$ cat config.mk
export PLATFORM = sky130hd
export DESIGN_NAME = audio_dma_player
export DESIGN_NICKNAME = d
export VERILOG_FILES = /design/src/rtl/adp_pkg.sv /design/src/rtl/adp_regs.sv /design/src/rtl/adp_fetch.sv /design/src/rtl/adp_fifo.sv /design/src/rtl/adp_playout.sv /design/src/rtl/audio_dma_player.sv
export SDC_FILE = /design/constraint.sdc
export NUM_CORES = 1
export LEC_CHECK = 0
export BUFFER_PORTS_ARGS = -buffer_cell sky130_fd_sc_hd__buf_2
export CAP_MARGIN = 20
export CORE_ASPECT_RATIO = 1.2
export CORE_MARGIN = 2
export CORE_UTILIZATION = 48
export DETAILED_ROUTE_END_ITERATION = 7
export HOLD_SLACK_MARGIN = 0.15
export PLACE_DENSITY = 0.72
export SKIP_LAST_GASP = 1
export SLEW_MARGIN = 20
export SYNTH_ARGS = -nofsm -noshare
export SYNTH_HDL_FRONTEND = slang
export SYNTH_SLANG_ARGS = --single-unit
$ cat constraint.sdc
create_clock -name clk -period 3.75 [get_ports clk]
set_clock_uncertainty 0.1 [all_clocks]
set_input_delay 0.375 -clock clk [delete_from_list [all_inputs] [get_ports clk]]
set_output_delay 0.375 -clock clk [all_outputs]
set_load 0.01 [all_outputs]
$ cat src/rtl/adp_pkg.sv
package adp_pkg;
  localparam int unsigned ADDR_W = 24;
  localparam int unsigned WORD_W = 16;

  typedef enum logic [3:0] {
    REG_CTRL  = 4'd0,
    REG_MODE  = 4'd1,
    REG_STA_H = 4'd2,
    REG_STA_M = 4'd3,
    REG_STA_L = 4'd4,
    REG_END_H = 4'd5,
    REG_END_M = 4'd6,
    REG_END_L = 4'd7,
    REG_CUR_H = 4'd8,
    REG_CUR_M = 4'd9,
    REG_CUR_L = 4'd10
  } reg_sel_e;

  typedef struct packed {
    logic       mono;
    logic       wide;
    logic [1:0] rate;
  } play_mode_t;
endpackage

$ cat src/rtl/adp_regs.sv
module adp_regs
  import adp_pkg::*;
(
  input  logic              clk,
  input  logic              rst_n,
  input  logic              wr,
  input  logic [3:0]        addr,
  input  logic [7:0]        wdata,
  output logic [7:0]        rdata,
  input  logic [ADDR_W-1:0] cur_addr,
  input  logic              finish,
  output logic              run,
  output logic              rpt,
  output play_mode_t        mode,
  output logic [ADDR_W-1:0] start_host,
  output logic [ADDR_W-1:0] end_host,
  output logic              start_pulse,
  output logic              stop_pulse
);
  logic              run_q, run_d, rpt_q, rpt_d;
  play_mode_t        mode_q, mode_d;
  logic [ADDR_W-1:0] sta_q, sta_d, end_q, end_d;
  logic              ctrl_wr, mode_wr, addr_wr;

  assign ctrl_wr     = wr && (addr == REG_CTRL);
  assign mode_wr     = wr && (addr == REG_MODE);
  assign start_pulse = ctrl_wr && wdata[0] && !run_q;
  assign stop_pulse  = ctrl_wr && !wdata[0] && run_q;

  always_comb begin
    run_d = run_q;
    if (finish)       run_d = 1'b0;
    else if (ctrl_wr) run_d = wdata[0];
    rpt_d  = ctrl_wr ? wdata[1] : rpt_q;
    mode_d = mode_wr ? play_mode_t'({wdata[7], wdata[6], wdata[1:0]}) : mode_q;
  end

  always_comb begin
    sta_d   = sta_q;
    end_d   = end_q;
    addr_wr = 1'b0;
    if (wr) begin
      addr_wr = 1'b1;
      case (addr)
        REG_STA_H: sta_d[23:16] = wdata;
        REG_STA_M: sta_d[15:8]  = wdata;
        REG_STA_L: sta_d[7:0]   = wdata;
        REG_END_H: end_d[23:16] = wdata;
        REG_END_M: end_d[15:8]  = wdata;
        REG_END_L: end_d[7:0]   = wdata;
        default:   addr_wr      = 1'b0;
      endcase
    end
  end

  always_ff @(posedge clk or negedge rst_n) begin
    if (!rst_n) begin
      run_q  <= 1'b0;
      rpt_q  <= 1'b0;
      mode_q <= '0;
    end else begin
      run_q <= run_d;
      if (ctrl_wr) rpt_q  <= rpt_d;
      if (mode_wr) mode_q <= mode_d;
    end
  end

  always_ff @(posedge clk or negedge rst_n) begin
    if (!rst_n) begin
      sta_q <= '0;
      end_q <= '0;
    end else if (addr_wr) begin
      sta_q <= sta_d;
      end_q <= end_d;
    end
  end

  always_comb begin
    case (addr)
      REG_CTRL:  rdata = {6'b0, rpt_q, run_q};
      REG_MODE:  rdata = {mode_q.mono, mode_q.wide, 4'b0, mode_q.rate};
      REG_STA_H: rdata = sta_q[23:16];
      REG_STA_M: rdata = sta_q[15:8];
      REG_STA_L: rdata = sta_q[7:0];
      REG_END_H: rdata = end_q[23:16];
      REG_END_M: rdata = end_q[15:8];
      REG_END_L: rdata = end_q[7:0];
      REG_CUR_H: rdata = cur_addr[23:16];
      REG_CUR_M: rdata = cur_addr[15:8];
      REG_CUR_L: rdata = cur_addr[7:0];
      default:   rdata = 8'h00;
    endcase
  end

  assign run        = run_q;
  assign rpt        = rpt_q;
  assign mode       = mode_q;
  assign start_host = sta_q;
  assign end_host   = end_q;

  AST_FINISH_HALTS: assert property (@(posedge clk) disable iff (!rst_n)
    finish |=> !run_q);
  AST_STOP_HALTS: assert property (@(posedge clk) disable iff (!rst_n)
    stop_pulse |=> !run_q);
endmodule

$ cat src/rtl/adp_fetch.sv
module adp_fetch
  import adp_pkg::*;
#(
  parameter int unsigned FIFO_DEPTH = 4,
  localparam int unsigned CNT_W = $clog2(FIFO_DEPTH + 1)
) (
  input  logic              clk,
  input  logic              rst_n,
  input  logic              run,
  input  logic              rpt,
  input  logic              start_pulse,
  input  logic              stop_pulse,
  input  logic [ADDR_W-1:0] start_host,
  input  logic [ADDR_W-1:0] end_host,
  input  logic [CNT_W-1:0]  fifo_count,
  input  logic              mem_rvalid,
  output logic              mem_req,
  output logic [ADDR_W-1:0] mem_addr,
  output logic [ADDR_W-1:0] cur_addr,
  output logic              push,
  output logic              fetch_done,
  output logic              fetch_pend,
  output logic              irq
);
  logic [ADDR_W-1:0] ptr_q, ptr_d, lim_q, lim_d, ptr_nx;
  logic              done_q, done_d, pend_q, pend_d, drop_q, drop_d, irq_q, irq_d;
  logic              issue, wrap, ret;

  assign issue  = run && !done_q && !pend_q && (fifo_count < CNT_W'(FIFO_DEPTH));
  assign ptr_nx = ptr_q + ADDR_W'(2);
  assign wrap   = (ptr_nx >= lim_q);
  assign ret    = pend_q && mem_rvalid;

  always_comb begin
    ptr_d  = ptr_q;
    lim_d  = lim_q;
    done_d = done_q;
    irq_d  = 1'b0;
    if (start_pulse) begin
      ptr_d  = start_host;
      lim_d  = end_host;
      done_d = 1'b0;
    end else if (issue) begin
      ptr_d = ptr_nx;
      if (wrap) begin
        irq_d = 1'b1;
        if (rpt) begin
          ptr_d = start_host;
          lim_d = end_host;
        end else begin
          done_d = 1'b1;
        end
      end
    end
  end

  always_comb begin
    pend_d = pend_q;
    drop_d = drop_q;
    if (ret) begin
      pend_d = 1'b0;
      drop_d = 1'b0;
    end
    if (issue) pend_d = 1'b1;
    if (stop_pulse && (issue || (pend_q && !mem_rvalid))) drop_d = 1'b1;
  end

  always_ff @(posedge clk or negedge rst_n) begin
    if (!rst_n) begin
      ptr_q  <= '0;
      lim_q  <= '0;
      done_q <= 1'b0;
      pend_q <= 1'b0;
      drop_q <= 1'b0;
      irq_q  <= 1'b0;
    end else begin
      ptr_q  <= ptr_d;
      lim_q  <= lim_d;
      done_q <= done_d;
      pend_q <= pend_d;
      drop_q <= drop_d;
      irq_q  <= irq_d;
    end
  end

  assign mem_req    = issue;
  assign mem_addr   = ptr_q;
  assign cur_addr   = ptr_q;
  assign push       = ret && !drop_q;
  assign fetch_done = done_q;
  assign fetch_pend = pend_q;
  assign irq        = irq_q;

  AST_SINGLE_OUTSTANDING: assert property (@(posedge clk) disable iff (!rst_n)
    mem_req |=> !mem_req);
  AST_IRQ_ONE_CYCLE: assert property (@(posedge clk) disable iff (!rst_n)
    irq |=> !irq);
endmodule

$ cat src/rtl/adp_fifo.sv
module adp_fifo #(
  parameter int unsigned DEPTH = 4,
  parameter int unsigned WIDTH = 16,
  localparam int unsigned IDX_W = $clog2(DEPTH),
  localparam int unsigned CNT_W = $clog2(DEPTH + 1)
) (
  input  logic             clk,
  input  logic             rst_n,
  input  logic             flush,
  input  logic             push,
  input  logic [WIDTH-1:0] wdata,
  input  logic [1:0]       pop_n,
  output logic [CNT_W-1:0] count,
  output logic [WIDTH-1:0] head0,
  output logic [WIDTH-1:0] head1
);
  logic [WIDTH-1:0] mem_q [DEPTH];
  logic [IDX_W-1:0] rd_q, rd_d, wr_q, wr_d;
  logic [CNT_W-1:0] cnt_q, cnt_d;

  always_comb begin
    rd_d  = rd_q + IDX_W'(pop_n);
    wr_d  = push ? wr_q + IDX_W'(1) : wr_q;
    cnt_d = cnt_q + CNT_W'(push) - CNT_W'(pop_n);
    if (flush) begin
      rd_d  = '0;
      wr_d  = '0;
      cnt_d = '0;
    end
  end

  always_ff @(posedge clk or negedge rst_n) begin
    if (!rst_n) begin
      rd_q  <= '0;
      wr_q  <= '0;
      cnt_q <= '0;
    end else begin
      rd_q  <= rd_d;
      wr_q  <= wr_d;
      cnt_q <= cnt_d;
    end
  end

  for (genvar gi = 0; gi < DEPTH; gi++) begin : g_slot
    logic slot_we;
    assign slot_we = push && !flush && (wr_q == IDX_W'(gi));
    always_ff @(posedge clk) begin
      if (slot_we) mem_q[gi] <= wdata;
    end
  end

  assign count = cnt_q;
  assign head0 = mem_q[rd_q];
  assign head1 = mem_q[rd_q + IDX_W'(1)];

  AST_NO_OVERFLOW: assert property (@(posedge clk) disable iff (!rst_n)
    (push && pop_n == 2'd0) |-> (cnt_q < CNT_W'(DEPTH)));
  AST_NO_UNDERFLOW: assert property (@(posedge clk) disable iff (!rst_n)
    (pop_n != 2'd0) |-> (cnt_q >= CNT_W'(pop_n)));
endmodule

$ cat src/rtl/adp_playout.sv
module adp_playout
  import adp_pkg::*;
#(
  parameter int unsigned FIFO_DEPTH = 4,
  parameter int unsigned DIV0 = 7990,
  parameter int unsigned DIV1 = 3995,
  parameter int unsigned DIV2 = 1997,
  parameter int unsigned DIV3 = 999,
  localparam int unsigned CNT_W = $clog2(FIFO_DEPTH + 1),
  localparam int unsigned DIV_MAX = (DIV0 > DIV1 ? DIV0 : DIV1) > (DIV2 > DIV3 ? DIV2 : DIV3)
                                  ? (DIV0 > DIV1 ? DIV0 : DIV1) : (DIV2 > DIV3 ? DIV2 : DIV3),
  localparam int unsigned DW = $clog2(DIV_MAX)
) (
  input  logic              clk,
  input  logic              rst_n,
  input  logic              run,
  input  logic              start_pulse,
  input  play_mode_t        mode,
  input  logic [CNT_W-1:0]  fifo_count,
  input  logic [WORD_W-1:0] head0,
  input  logic [WORD_W-1:0] head1,
  input  logic              fetch_done,
  input  logic              fetch_pend,
  output logic [1:0]        pop_n,
  output logic              finish,
  output logic              out_valid,
  output logic [WORD_W-1:0] out_left,
  output logic [WORD_W-1:0] out_right,
  output logic              underrun
);
  localparam int unsigned DIV_TAB [4] = '{DIV0, DIV1, DIV2, DIV3};

  logic [DW-1:0]     div_q, div_d, reload;
  logic              tick, pair, frame_ok, take, starve;
  logic              phase_q, phase_d, urun_q, urun_d, vld_q, vld_d;
  logic [WORD_W-1:0] left_q, left_d, right_q, right_d, fl, fr;
  logic [7:0]        byte_sel;

  assign reload = DW'(DIV_TAB[mode.rate] - 1);
  assign tick   = run && (div_q == '0);

  always_comb begin
    div_d = div_q - DW'(1);
    if (!run || div_q == '0) div_d = reload;
  end

  assign pair     = mode.wide && !mode.mono;
  assign frame_ok = fifo_count >= (pair ? CNT_W'(2) : CNT_W'(1));
  assign finish   = run && fetch_done && !fetch_pend && !frame_ok;
  assign take     = tick && frame_ok;
  assign starve   = tick && !frame_ok && !finish;
  assign byte_sel = phase_q ? head0[7:0] : head0[15:8];

  always_comb begin
    pop_n = 2'd0;
    if (take) begin
      if (pair)                                pop_n = 2'd2;
      else if (mode.wide || !mode.mono || phase_q) pop_n = 2'd1;
    end
  end

  always_comb begin
    case ({mode.wide, mode.mono})
      2'b10:   begin fl = head0;               fr = head1;               end
      2'b11:   begin fl = head0;               fr = head0;               end
      2'b00:   begin fl = {head0[15:8], 8'h00}; fr = {head0[7:0], 8'h00}; end
      default: begin fl = {byte_sel, 8'h00};   fr = {byte_sel, 8'h00};   end
    endcase
  end

  always_comb begin
    vld_d   = take || starve;
    left_d  = left_q;
    right_d = right_q;
    if (take || starve) begin
      left_d  = '0;
      right_d = '0;
    end
    if (take && mode.rate != 2'd0) begin
      left_d  = fl;
      right_d = fr;
    end
    phase_d = phase_q;
    if (start_pulse)                             phase_d = 1'b0;
    else if (take && !mode.wide && mode.mono)    phase_d = !phase_q;
    urun_d = urun_q;
    if (start_pulse) urun_d = 1'b0;
    else if (starve) urun_d = 1'b1;
  end

  always_ff @(posedge clk or negedge rst_n) begin
    if (!rst_n) begin
      div_q   <= '0;
      phase_q <= 1'b0;
      urun_q  <= 1'b0;
      vld_q   <= 1'b0;
    end else begin
      div_q   <= div_d;
      phase_q <= phase_d;
      urun_q  <= urun_d;
      vld_q   <= vld_d;
    end
  end

  always_ff @(posedge clk or negedge rst_n) begin
    if (!rst_n) begin
      left_q  <= '0;
      right_q <= '0;
    end else if (vld_d) begin
      left_q  <= left_d;
      right_q <= right_d;
    end
  end

  assign out_valid = vld_q;
  assign out_left  = left_q;
  assign out_right = right_q;
  assign underrun  = urun_q;

  AST_STROBE_SPACING: assert property (@(posedge clk) disable iff (!rst_n)
    out_valid |=> !out_valid);
  AST_MUTE_SILENT: assert property (@(posedge clk) disable iff (!rst_n)
    (out_valid && mode.rate == 2'd0 && $past(mode.rate) == 2'd0)
      |-> (out_left == '0 && out_right == '0));
  AST_UNDERRUN_STICKY: assert property (@(posedge clk) disable iff (!rst_n)
    (underrun && !start_pulse) |=> underrun);
endmodule

$ cat src/rtl/audio_dma_player.sv
module audio_dma_player
  import adp_pkg::*;
#(
  parameter int unsigned FIFO_DEPTH = 4,
  parameter int unsigned DIV0 = 7990,
  parameter int unsigned DIV1 = 3995,
  parameter int unsigned DIV2 = 1997,
  parameter int unsigned DIV3 = 999
) (
  input  logic        clk,
  input  logic        rst_n,
  input  logic        reg_wr,
  input  logic [3:0]  reg_addr,
  input  logic [7:0]  reg_wdata,
  output logic [7:0]  reg_rdata,
  output logic        mem_req,
  output logic [23:0] mem_addr,
  input  logic        mem_rvalid,
  input  logic [15:0] mem_rdata,
  output logic        out_valid,
  output logic [15:0] out_left,
  output logic [15:0] out_right,
  output logic        irq,
  output logic        underrun
);
  localparam int unsigned CNT_W = $clog2(FIFO_DEPTH + 1);

  logic              run, rpt, start_pulse, stop_pulse, finish, push;
  logic              fetch_done, fetch_pend;
  play_mode_t        mode;
  logic [ADDR_W-1:0] start_host, end_host, cur_addr;
  logic [CNT_W-1:0]  fifo_count;
  logic [WORD_W-1:0] head0, head1;
  logic [1:0]        pop_n;

  adp_regs u_regs (
    .clk, .rst_n,
    .wr(reg_wr), .addr(reg_addr), .wdata(reg_wdata), .rdata(reg_rdata),
    .cur_addr, .finish, .run, .rpt, .mode, .start_host, .end_host,
    .start_pulse, .stop_pulse
  );

  adp_fetch #(.FIFO_DEPTH(FIFO_DEPTH)) u_fetch (
    .clk, .rst_n, .run, .rpt, .start_pulse, .stop_pulse,
    .start_host, .end_host, .fifo_count, .mem_rvalid,
    .mem_req, .mem_addr, .cur_addr, .push, .fetch_done, .fetch_pend, .irq
  );

  adp_fifo #(.DEPTH(FIFO_DEPTH), .WIDTH(WORD_W)) u_fifo (
    .clk, .rst_n, .flush(start_pulse || stop_pulse || finish),
    .push, .wdata(mem_rdata), .pop_n, .count(fifo_count), .head0, .head1
  );

  adp_playout #(.FIFO_DEPTH(FIFO_DEPTH), .DIV0(DIV0), .DIV1(DIV1),
                .DIV2(DIV2), .DIV3(DIV3)) u_play (
    .clk, .rst_n, .run, .start_pulse, .mode, .fifo_count, .head0, .head1,
    .fetch_done, .fetch_pend, .pop_n, .finish,
    .out_valid, .out_left, .out_right, .underrun
  );
endmodule

After elaboration in Yosys (flattened, before gate mapping)
Memories as Yosys holds them, arrays and structs flattened.
Cells that the tools add are included.
{"block": "word_totals", "register_bits": 161, "mem_bits_rw": 64, "inputBits": 32, "word_cells": 192, "mem_count": 1}
{"memory": "u_fifo.mem_q", "depth": 4, "word_bits": 16, "read_ports": 2, "rd_ports_with_merged_regs": 0, "wr": 1, "line": "adp_fifo.sv:17", "source": "logic [WIDTH-1:0] mem_q [DEPTH];"}
{"block": "classes", "n_addsub": 8, "n_lt_le_gt_ge": 4, "eq_ne": 16, "muxes": 61, "n_bitwise": 1, "n_reduce_logical": 75}
{"op": "24-bit 2-to-1 mux", "count": 8}
{"op": "8-bit case mux with 11 select lines", "count": 1}
{"op": "16-bit 2-to-1 mux", "count": 5}
{"op": "32-bit binary-select mux with 2-bit select", "count": 1}
{"op": "16-bit case mux with 3 select lines", "count": 1}
{"op": "16-bit OR reduction", "count": 3}
{"op": "13-bit 2-to-1 mux", "count": 3}
{"op": "16-bit case mux with 2 select lines", "count": 1}
{"op": "1-bit 2-to-1 mux", "count": 30}
{"op": "1-bit logical AND", "count": 29}
{"op": "13-bit by 1-bit subtractor with 13-bit output, second input constant", "count": 2}
{"op": "24-bit by 2-bit adder with 24-bit output, second input constant", "count": 1}
{"op": "24-bit greater-or-equal comparator", "count": 1}
{"op": "3-bit AND reduction", "count": 8}
{"op": "2-bit nonzero test", "count": 10}
{"op": "2-bit 2-to-1 mux", "count": 9}
{"op": "4-bit by 3-bit == test with 1-bit output, second input constant", "count": 4}
{"op": "13-bit zero test", "count": 1}
{"op": "4-bit == test, second input constant", "count": 3}
{"op": "1-bit zero test", "count": 12}
{"op": "2-bit == test, second input constant", "count": 4}
{"op": "4-bit by 2-bit == test with 1-bit output, second input constant", "count": 2}
{"op": "8-bit 2-to-1 mux", "count": 1}
{"op": "1-bit logical OR", "count": 7}
{"op": "16 further kinds", "count": 18}

Logic depth before layout (Yosys ltp)
Gate-level depths: netlist (run 1).
{"block": "logic_depth", "ltp_word": 16, "depth_mapped": 16, "mapped_depth_nobuf": 14}

Cells and area by module
A second synthesis (run 1) with hierarchy kept.
{"block": "unflattened", "cells_unflattened": 983, "area_unflattened_um2": 12236.7}
{"mod": "adp_fetch", "instances": 1, "cells_each": 371, "area_each_um2": 3583.4, "seq_area_each_um2": 1301.2}
{"mod": "adp_fifo", "instances": 1, "cells_each": 143, "area_each_um2": 3193.1, "seq_area_each_um2": 2097.0}
{"mod": "adp_regs", "instances": 1, "cells_each": 233, "area_each_um2": 2815.2, "seq_area_each_um2": 1351.3}
{"mod": "adp_playout", "instances": 1, "cells_each": 235, "area_each_um2": 2638.8, "seq_area_each_um2": 1201.2}
{"mod": "audio_dma_player", "instances": 1, "cells_each": 1, "area_each_um2": 6.3, "seq_area_each_um2": 0.0}

Worst setup path before layout (run 1)
Ideal clock, no wire load.
{"block": "synth_timing", "path_kind": "reg2reg", "start": "register u_fetch.ptr_q[1] (netlist: u_fetch.cur_addr[1])", "end": "register u_fetch.ptr_q[0] (netlist: u_fetch.cur_addr[0])", "setup_time_ns": 0.125, "t_arrival_ns": 3.891, "required_ns": 3.525, "path_slack_ns": -0.365, "stages_incl_launch_ff": 17, "path_buffers": 2, "synth_period_minus_slack_ns": 4.115, "cell_sequence": "dfrtp_1 -> ha_1 -> nand3_1 -> nor3b_2 -> and4_1 -> and3_1 -> nand3_1 -> xnor2_1 -> ha_1 -> nand4_1 -> nor4_1 -> o311ai_1 -> nand3_1 -> a31o_2 -> buf_2 -> buf_6 -> mux2_2"}
{"block": "synth_via", "elab_chain_cells": 5}
{"item": "start, declared", "line": "adp_fetch.sv:25", "source": "logic [ADDR_W-1:0] ptr_q, ptr_d, lim_q, lim_d, ptr_nx;"}
{"item": "start signal, assigned", "line": "adp_fetch.sv:77", "source": "ptr_q <= ptr_d;"}
{"item": "24-bit by 2-bit adder with 24-bit output", "line": "adp_fetch.sv:30", "source": "assign ptr_nx = ptr_q + ADDR_W'(2);"}
{"item": "24-bit greater-or-equal comparator", "line": "adp_fetch.sv:31", "source": "assign wrap = (ptr_nx >= lim_q);"}
{"item": "24-bit 2-to-1 mux", "line": "adp_fetch.sv:45", "source": "if (wrap) begin"}
{"item": "24-bit 2-to-1 mux", "line": "adp_fetch.sv:43", "source": "end else if (issue) begin"}
{"item": "24-bit 2-to-1 mux", "line": "adp_fetch.sv:39", "source": "if (start_pulse) begin"}
No other way between the ends. The select of a mux whose other input is x is not followed.
A chain may end at the register's enable or synchronous reset.

Worst setup path after layout (run 1)
{"block": "layout_timing", "start": "register u_fetch.ptr_q[2] (netlist: u_fetch.cur_addr[2])", "end": "register u_fetch.ptr_q[0] (netlist: u_fetch.cur_addr[0])"}
Same word-level chain as after synthesis.

==> impl_metrics.ini, run 1 <==
[detailed_routing]
drtPass1Iterations = 5
drc = 0
ant_nets = 0
wl_mm = 30.6
via_count = 8462
dr.first_iter.drc_count = 536
wire_per_inst_um = 21.1
vias_per_cell = 5.82

[yosys]
synth_area_leader_cell = dfrtp_1
syn_inst = 951
ys_top_cells_by_count = 161 x dfrtp_1, 90 x mux2_2, 68 x nand2_1
ys_top_cells_by_area = dfrtp_1 35%, edfxtp_1 16%, mux2_2 8.7%
synthArstFlopShare_pct = 71.6
avgSynthCellArea_um2 = 12.3
ys_seq_elements = 225
synth_top_area_share_pct = 34.5
yosysSeqAreaShare_pct = 51.0
syn-num-nets = 1024
synth_edf_count = 64
ys.flop_type = dfrtp_1
post-synth-top-count-cell = dfrtp_1
yosys_warnings = 0
syn_area_um2 = 11700
synth_cell_types = 63

[cells_and_area]
drive_gt1_share_pct = 32.7
nets = 1190
multi_input_area_um2 = 5440
antenna_cells = 0
syn_to_final_growth_pct = 21.4
finish.utilization_pct = 59.3
fillCellCount = 1967
final_cells = 1455
seq_area_um2 = 5960

[place]
gp_congestion = 0.932
dpl.cell_count = 1374
dp_hpwl_mm = 21.5
portBuffers = 99

[clocking]
cts.sink_count = 225
cts_buffers = 25
cts_tree = done
cts_root_buf = clkbuf_16
cts_buffer_depth = 3
htree_levels = 1
insertion_delay_ns = 0.53
path_clk_slew_ns = 0.06

[die]
io_pins = 100
rows = 62
dieWidth_um = 146
die_area_um2 = 25600
fp.dieH_um = 175
core-area_um2 = 23900
start_util_pct = 48.9

[setup_path]
rr_worst_depth = 16
end_kind = flop
r2r-start = u_fetch.cur_addr[2]$_DFFE_PN0P_
r2r_slack_ns = -0.04
worstPathArrival_ns = 4.09
critPathMaxFanout = 8
r2r_end = u_fetch.cur_addr[0]$_DFFE_PN0P_
worstSetupPathType = flop to flop
required_ns = 4.05
cp-start-kind = flop

[worst_hold_path]
hold_path_depth = 2
holdPathEnd = u_regs.end_host[0]$_DFFE_PN0P_
holdCritStartpoint = reg_wdata[0]
min_path_type = input pin to flop

[power]
power_mw = 9.98
power_density_nw_per_um2 = 704
irDropWorstVdd_uv = 517
leakagePower_nw = 6.16

[sta]
slew_headroom_pct = 35.2
period_minus_slack_ns = 3.79
tightestPinTransition_ns = 0.970
finalCritPeriodShare_pct = 101
max_freq_mhz = 264
rsz0062_at_grt = true
worst_slack_ns = -0.0432
report.final.slew_viol_count = 0
finalSetupViolations = 37
tns_ns = -0.803
hold_violations = 0

[grt]
grt_overflow = 0
grt_pass1_wl_mm = 47.6
grt_max_degree = 96
grt_pass1_vias = 8539
antenna_found_initial = 0
grt_usage_pct = 23.8

[flow_run]
maxCapViolations = 0

[run_status]
violations = setup timing
outcome = complete, but fails checks
[worst max-delay path, cell delays in order (launching register included)]
cell       delay (ns)
dfrtp_2          0.41
ha_4             0.17
nand3_4          0.09
nor3b_4          0.22
and4_4           0.26
and3_4           0.21
nand3_2          0.10
xnor2_2          0.15
ha_1             0.29
nand4_1          0.12
buf_4            0.18
nor4_4           0.22
o311ai_2         0.19
nand3_1          0.15
a31o_4           0.28
clkbuf_16        0.20
mux2_2           0.33
[repair_timing]
| item | in CTS | in global routing |
|---|---|---|
| hold buffers | 25 | 0 |
| setup endpoints to repair | 48 | 48 |
| pin swaps | 1 | 4 |
| gates cloned | 0 | 2 |
| setup buffers | 0 | 8 |
| gates resized for setup | 1 | 22 |
| hold endpoints to repair | 184 | 0 |
[cell families after synthesis]
group                    Yosys count  share of synthesized area (%)
AO/OA/AOI/OAI                    163                           9.76
XOR/XNOR                          50                           3.75
adder cells (fa/ha/maj)           41                           4.46
buffers and inverters            107                           3.86
flip-flops                       225                           51.0
multiplexers                     159                           18.0
AND/OR/NAND/NOR                  206                           9.19
[layout by cell type, fill, tap and decap left out, types with 4 or more instances in the layout]
master and n:
o21ai_2 9, clkinv_2 4, xnor2_2 5, clkbuf_1 6, buf_4 62, nor2_1 41
a221o_1 4, a22oi_1 6, dfrtp_1 155, mux4_2 32, inv_1 53, buf_2 98
dfrtp_2 6, nand2b_1 8, nor2b_1 8, edfxtp_1 64, a32oi_1 5, nand3_1 15
a22o_1 22, o22ai_1 9, a221oi_1 8, dlygate4sd3_1 25, a211oi_1 13, xor2_1 13
and3_1 6, buf_12 4, mux2i_1 37, mux2_2 86, ha_1 38, xnor2_1 32
nand4_1 6, a21oi_1 33, a32o_1 5, clkbuf_16 27, and2_1 10, nor3_1 10
mux2_4 4, nand2_1 68, o21ai_0 29
[stage by stage]
step	cell area (µm²)	setup slack (ns)	hold WS, ns
floorplan	11700	0.0153	-0.0206
global placement	12900	-0.0537	0.360
detailed placement	12900	-0.153	0.367
CTS	13900	0.0677	0.159
global route	14200	-0.166	0.175
finish	14200	-0.0432	0.152
[report_power, final]
group          total [mW]  switching [mW]  internal [mW]
logic                4.00            2.10           1.90
registers            3.55           0.486           3.06
clock network        2.43           0.976           1.45
total                9.98            3.56           6.42
[layer usage]
metal | routed length [µm] | track usage, %
met1 | 11900 | 29.9
met2 | 15200 | 41.1
met3 | 1990 | 3.26
met4 | 1640 | 10.8
met5 | 0 | 0
[sequential cells by signal, summed over array words and instances, names as in the netlist, 3 cells and up]
register and count:
u_fetch.cur_addr 24, u_regs.start_host 24, u_fifo.mem_q 64, u_fetch.lim_q 24, u_play.out_right 16, u_play.div_q 13, u_fifo.count 3, u_play.out_left 16
u_regs.mode 4, u_regs.end_host 24
[cell type report]
cell class / count / share of cell area, %
clock buffers: 32 / 4.67
clock inverters: 13 / 1.06
well taps: 320 / 2.83
inverters: 53 / 1.40
flip-flops and latches: 225 / 42.0
multi-input cells: 619 / 38.4
repair buffers: 193 / 9.59
[worst max-delay path by stage]
stage | to | slack, ns | startpoint
after floorplan | u_fetch.cur_addr[7]$_DFFE_PN0P_ | 0.02 | u_fetch.cur_addr[1]$_DFFE_PN0P_
after global placement | u_fetch.lim_q[0]$_DFFE_PN0P_ | -0.05 | u_fetch.cur_addr[2]$_DFFE_PN0P_
after detailed placement | u_fetch.cur_addr[3]$_DFFE_PN0P_ | -0.15 | u_fetch.cur_addr[2]$_DFFE_PN0P_
after CTS | u_fetch.cur_addr[7]$_DFFE_PN0P_ | 0.07 | u_fetch.cur_addr[2]$_DFFE_PN0P_
after global routing | u_fetch.cur_addr[21]$_DFFE_PN0P_ | -0.17 | u_fetch.cur_addr[2]$_DFFE_PN0P_
final | u_fetch.cur_addr[0]$_DFFE_PN0P_ | -0.04 | u_fetch.cur_addr[2]$_DFFE_PN0P_
Note: power is estimated with default switching activity, not from simulation.
==> run 2: changes to the inputs <==
ABC_AREA = 1   (was unset)
==> run 2 against run 1 <==
  * Non-clock buffer count down 49
  * Design area down 1.2%
  * The flow now finishes without violations
  * Sequential power down 2%
  * Register-to-register slack better by 0.31 ns
  * Wire length up 13%
  * Via count up 24%
  * First-iteration DRC count up 61%
  * Count of clock-buffer cells in the layout down 2
  * Highest routed layer unchanged
==> impl_metrics.ini, run 2 <==
[run_status]
outcome = completed

[yosys]
synth-simple-area-share_pct = 22.2
syn_inst = 1454
syn-num-nets = 1527
synth-compound-area-share_pct = 14.1
synthMuxAreaShare_pct = 0
ys_seq_elements = 225
yosys_warnings = 0
synth_top_family_by_area = simple AND/OR/NAND/NOR gates
synth_top_area_share_pct = 33.2
ys_top_cells_by_area = dfrtp_1 33%, edfxtp_1 16%, nand2_1 12%
synth_cell_types = 49
syn_area_um2 = 12100
ys_top_cells_by_count = 389 x nand2_1, 184 x inv_1, 161 x dfrtp_1
yosys.area_share.adder_pct = 4.29
post-synth-top-count-cell = nand2_1
synth_xor_area_share_pct = 1.95
yosysSeqAreaShare_pct = 49.1
synth_area_leader_cell = dfrtp_1
avgSynthCellArea_um2 = 8.34
ys.flop_type = dfrtp_1
synthArstFlopShare_pct = 71.6
synth_edf_count = 64

[setup_path]
worstSetupPathType = flop to flop
critPathMaxFanout = 17
worstPathArrival_ns = 3.78
required_ns = 4.05
end_kind = flop
cp-start-kind = flop

[clocking]
cts_buffers = 24
cts.sink_count = 225
htree_levels = 1
cts_root_buf = clkbuf_16
path_clk_slew_ns = 0.06
cts_buffer_depth = 3
cts_tree = done
insertion_delay_ns = 0.52

[grt]
grt_pass1_wl_mm = 53.4
grt_pass1_vias = 10000
antenna_found_initial = 0
grt_usage_pct = 25.9
grt_overflow = 0
grt_max_degree = 68

[die]
start_util_pct = 49.0
io_pins = 100
fp.dieH_um = 178
die_area_um2 = 26600
core-area_um2 = 24800
rows = 63
dieWidth_um = 149

[flow_run]
maxCapViolations = 0

[worst_hold_path]
min_path_type = input pin to flop

[place]
portBuffers = 99
dpl.cell_count = 1852
gp_congestion = 1.00
dp_hpwl_mm = 25.4

[power]
power_density_nw_per_um2 = 692
leakagePower_nw = 6.89
irDropWorstVdd_uv = 420

[detailed_routing]
ant_nets = 0
drc = 0
via_count = 10500
wl_mm = 34.7
vias_per_cell = 5.47
dr.first_iter.drc_count = 861
wire_per_inst_um = 18.1
drtPass1Iterations = 7

[cells_and_area]
antenna_cells = 0
multi_input_area_um2 = 5240
fillCellCount = 2282
regMostFlops = u_fifo.mem_q
largest_reg_flops = 64
syn_to_final_growth_pct = 15.4
finish.utilization_pct = 56.6
drive_gt1_share_pct = 14.2
seq_area_um2 = 5950
final_cells = 1921
final_cell_mix = 387 x nand2_1, 184 x inv_1, 161 x dfrtp_1
final_common_cell = nand2_1
nets = 1652

[sta]
finalSetupViolations = 0
max_freq_mhz = 287
finalCritPeriodShare_pct = 92.9
period_minus_slack_ns = 3.48
slew_headroom_pct = 42.5
report.final.slew_viol_count = 0
rsz0062_at_grt = true
tns_ns = 0
hold_violations = 0
tightestPinTransition_ns = 0.859
## run 2: changes by cell type in the layout (fill, tap and decap cells not counted), moves of 37 or more
cell,before,now
buf_4,62,21
inv_1,53,184
nand2_1,68,387
o21ai_0,29,127
nor2_1,41,104
mux2_2,86,0
mux2i_1,37,0
nand3_1,15,61
## run 2: final timing paths
check / from / to / slack (ns) / cells past startpoint
max in group asynchronous: rst_n / u_play.out_left[14]$_DFFE_PN0P_ / 2.38 / 3
hold reg to reg: u_play.phase_q$_DFFE_PN0P_ / u_play.phase_q$_DFFE_PN0P_ / 0.37 / 1
setup reg to reg: u_fetch.cur_addr[2]$_DFFE_PN0P_ / u_fetch.cur_addr[10]$_DFFE_PN0P_ / 0.27 / 21
setup / recovery: u_fetch.cur_addr[2]$_DFFE_PN0P_ / u_fetch.cur_addr[10]$_DFFE_PN0P_ / 0.27 / 21
hold / removal: reg_wdata[5] / u_regs.end_host[13]$_DFFE_PN0P_ / 0.16 / 3
min in group asynchronous: rst_n / u_fetch.cur_addr[18]$_DFFE_PN0P_ / 0.32 / 2
## run 2: cells by family (layout without fill, tap and decap cells)
kind of cell               after synthesis  after routing
AOI/OAI and AO/OA                      292            292
xor gates and xnor gates                27             27
adders and majority gates               41             41
buffers and inverters                  245            385
DFF                                    225            225
and+or+nand+nor                        624            626
## run 2: power breakdown
group	internal, mW	switching, mW	leakage, nW
Combinational	1.30	2.67	3.93
Clock	1.27	0.967	0.357
Sequential	3.03	0.447	2.60
Total	5.60	4.09	6.89
## run 2: area by class of cell
class | instances | share of cell area [%]
clock buffers | 30 | 4.52
well taps | 325 | 2.91
repair buffers | 144 | 6.57
multi-input cells | 986 | 37.4
inverters | 198 | 5.33
flip-flops and latches | 225 | 42.5
clock inverters | 13 | 0.760
## run 2: worst max-delay path: stages (launching register included)
cell     delay [ns]
dfrtp_1        0.36
ha_1           0.19
nand2_1        0.07
nor2_2         0.16
inv_1          0.07
nor2_1         0.18
nand2_1        0.14
nor2_2         0.16
nand2_1        0.08
xor2_1         0.26
ha_1           0.30
a21oi_1        0.13
nor2_1         0.05
nor2_1         0.09
nand2_1        0.08
a21oi_2        0.21
nand3_4        0.15
buf_4          0.18
nand2_4        0.18
nand2_1        0.07
nand2_1        0.07
o21ai_0        0.07
## run 2: what timing repair did
| item | 4_1_cts | 5_1_grt |
|---|---|---|
| hold endpoints to repair | 136 | 0 |
| resized for setup | 0 | 11 |
| setup endpoints to repair | 0 | 49 |
| setup buffers | 0 | 2 |
| hold buffers | 22 | 0 |
## run 2: per-layer routing
| metal | GRT usage, % | share of wire (%) |
|---|---|---|
| met1 | 32.0 | 39 |
| met3 | 3.30 | 6.8 |
| met2 | 44.6 | 49 |
| met5 | 0 | 0 |
| met4 | 13.6 | 5.5 |
## run 2: stage by stage
step / hold slack (ns) / cell area, µm² / setup WS [ns] / power [mW]
after detailed placement: 0.319 / 13000 / 0.137 / 7.31
after global placement: 0.320 / 13000 / 0.239 / 7.21
final: 0.156 / 14000 / 0.266 / 9.69
after CTS: 0.161 / 13900 / 0.111 / 9.59
after global routing: 0.189 / 14000 / 0.00366 / 10.4
after floorplan: -0.0206 / 12100 / 0.542 / 6.05
==> run 3: changes to the inputs <==
CORE_UTILIZATION = 55   (was 48)
PLACE_DENSITY = 0.8   (was 0.72)
==> run 3 against run 2 <==
  * Clock power about the same
  * Hold slack better by 0.048 ns
  * Sequential power about the same
  * Largest power group unchanged
  * Total power up 0.89%
  * Largest cell class unchanged
  * Count of clock-buffer cells in the layout down 1
  * Sequential share of layout area about the same
  * First-iteration DRC count up 9.1%
  * Critical path type unchanged
  * Worst setup slack worse by 0.12 ns
==> impl_metrics.ini, run 3 (synthesis results as in run 2) <==
[clocking]
cts.sink_count = 225
cts_root_buf = clkbuf_16
htree_levels = 1
cts_tree = done
cts_buffers = 24
path_clk_slew_ns = 0.07
insertion_delay_ns = 0.53
cts_buffer_depth = 3

[die]
fp.dieH_um = 167
rows = 59
core-area_um2 = 21700
die_area_um2 = 23300
dieWidth_um = 140
start_util_pct = 55.9
io_pins = 100

[sta]
holdWs_ns = 0.204
tightestPinTransition_ns = 0.904
period_minus_slack_ns = 3.60
max_freq_mhz = 278
finalCritPeriodShare_pct = 96.0
finalSetupViolations = 0
hold_violations = 0
slew_headroom_pct = 39.7
worst_slack_ns = 0.149
report.final.slew_viol_count = 0

[place]
gp_congestion = 1.03
dp_worst_setup_slack_ns = -0.00273
portBuffers = 99
dp_hpwl_mm = 26.3

[cells_and_area]
largest_reg_flops = 64
antenna_cells = 0
drive_gt1_share_pct = 14.4
nets = 1656
final_common_cell = nand2_1
fillCellCount = 1829
syn_to_final_growth_pct = 15.4
regMostFlops = u_fifo.mem_q
final_cell_mix = 387 x nand2_1, 184 x inv_1, 161 x dfrtp_1

[setup_path]
worstPathArrival_ns = 3.90
slowest_delay_ns = 0.38
cp-start-kind = flop
worstPathCellList = ha_1 -> nand2_1 -> nor2_4 -> inv_1 -> nor2_1 -> nand2_1 -> nor2_1 -> nand2_1 -> xor2_1 -> ha_1 -> nand2_1 -> nor2_1 -> nand3_1 -> nor3_2 -> nand3_2 -> nand3_4 -> nand2_8 -> buf_12 -> o21ai_1 -> nor2_1
crit_buf_inv = 2
worstSetupPathType = flop to flop
required_ns = 4.05
cpMaxStageDelayCell = dfrtp_1
critPathMaxFanout = 18
end_kind = flop
critical_path.top_delay_family = simple AND/OR/NAND/NOR gates

[detailed_routing]
dr.first_iter.drc_count = 939
vias_per_cell = 5.74
wire_per_inst_um = 19.6
drtPass1Iterations = 6
wl_mm = 36.8
ant_nets = 0
drc = 0
via_count = 10800

[grt]
grt_max_degree = 105
grt-busiest-layer = met2
grt_overflow = 0
grt_usage_pct = 31.4
grt_pass1_vias = 10700
antenna_found_initial = 0
met2_usage_pct = 53.7
grt_use_met3_pct = 4.17
grt.met1_usage_pct = 38.0
grt_pass1_wl_mm = 58.0

[power]
netSwitchingPower_mw = 4.17
irDropWorstVdd_uv = 549
clockPowerShare_pct = 23.3
swShare_pct = 42.7
leakagePower_nw = 6.91
p_int_mw = 5.61
p_seq_share_pct = 35.7
pwr-share-comb_pct = 41.0
power_density_nw_per_um2 = 699

[flow_run]
maxCapViolations = 0

[run_status]
outcome = completed

[worst_hold_path]
min_path_type = input pin to flop
-- run 3: cell types whose count changed in the layout (fill, tap and decap cells not counted), sizes merged --
cell,delta
clkbuf,-1
dlygate4sd3,+1
clkinvlp,+1
buf,+3
clkinv,+1
-- run 3: what timing repair did --
| action | 4_1_cts | 5_1_grt |
|---|---|---|
| cloned | 0 | 2 |
| pin swaps | 0 | 7 |
| hold buffers | 23 | 0 |
| setup buffers | 0 | 7 |
| resized for setup | 2 | 9 |
| setup endpoints to repair | 3 | 49 |
| endpoints found under the hold margin | 130 | 0 |
-- run 3: layout make-up --
type | instances | area [µm²] | area share, %
Tap cell | 274 | 343 | 2.45
Inverter | 198 | 746 | 5.33
Multi-Input combinational cell | 986 | 5240 | 37.4
Sequential cell | 225 | 5950 | 42.5
Clock buffer | 29 | 629 | 4.50
Timing Repair Buffer | 148 | 965 | 6.90
Clock inverter | 15 | 120 | 0.859
-- run 3: power by group through the flow --
stage | Combinational [mW] | Sequential (mW) | Clock [mW]
after CTS | 3.88 | 3.47 | 2.29
after global routing | 4.47 | 3.53 | 2.39
final | 4.01 | 3.49 | 2.27
after global placement | 3.72 | 3.49 | 0
after floorplan | 2.64 | 3.41 | 0
after detailed placement | 3.82 | 3.51 | 0
-- run 3: through the flow --
stage	TNS (ns)	cell area [µm²]	instances	power, mW	util, %
after floorplan	0	12100	1454	6.05	-
after detailed placement	-0.00273	12900	1799	7.33	59.4
after global routing	-0.124	14000	1875	10.4	64.5
after global placement	0	12900	1799	7.22	59.4
final	0	14000	1875	9.78	64.5
after CTS	0	13900	1866	9.64	63.9
-- run 3: worst reg2reg max path, cell delays in order, from the launching register on --
cell	delay (ns)
dfrtp_1	0.38
ha_1	0.20
nand2_1	0.10
nor2_4	0.12
inv_1	0.06
nor2_1	0.21
nand2_1	0.14
nor2_1	0.19
nand2_1	0.09
xor2_1	0.19
ha_1	0.32
nand2_1	0.06
nor2_1	0.13
nand3_1	0.15
nor3_2	0.23
nand3_2	0.16
nand3_4	0.15
nand2_8	0.13
buf_12	0.21
o21ai_1	0.13
nor2_1	0.05
-- run 3: worst paths after layout --
check | endpoint | startpoint | depth (start not counted) | slack [ns]
max in group asynchronous | u_play.div_q[9]$_DFF_PN0_ | rst_n | 3 | 2.28
min in group asynchronous | u_fetch.cur_addr[19]$_DFFE_PN0P_ | rst_n | 2 | 0.29
min reg2reg | u_play.out_left[9]$_DFFE_PN0P_ | u_play.out_left[9]$_DFFE_PN0P_ | 2 | 0.38
max reg2reg | u_fetch.cur_addr[3]$_DFFE_PN0P_ | u_fetch.cur_addr[2]$_DFFE_PN0P_ | 20 | 0.15
min | u_regs.start_host[13]$_DFFE_PN0P_ | reg_wdata[5] | 3 | 0.20
max | u_fetch.cur_addr[3]$_DFFE_PN0P_ | u_fetch.cur_addr[2]$_DFFE_PN0P_ | 20 | 0.15
-- run 3: layer usage --
metal | wire (µm) | vias up
li1 | - | 5022
met1 | 13800 | 5079
met2 | 18000 | 519
met3 | 2480 | 148
met4 | 2560 | 0
met5 | 0 | -
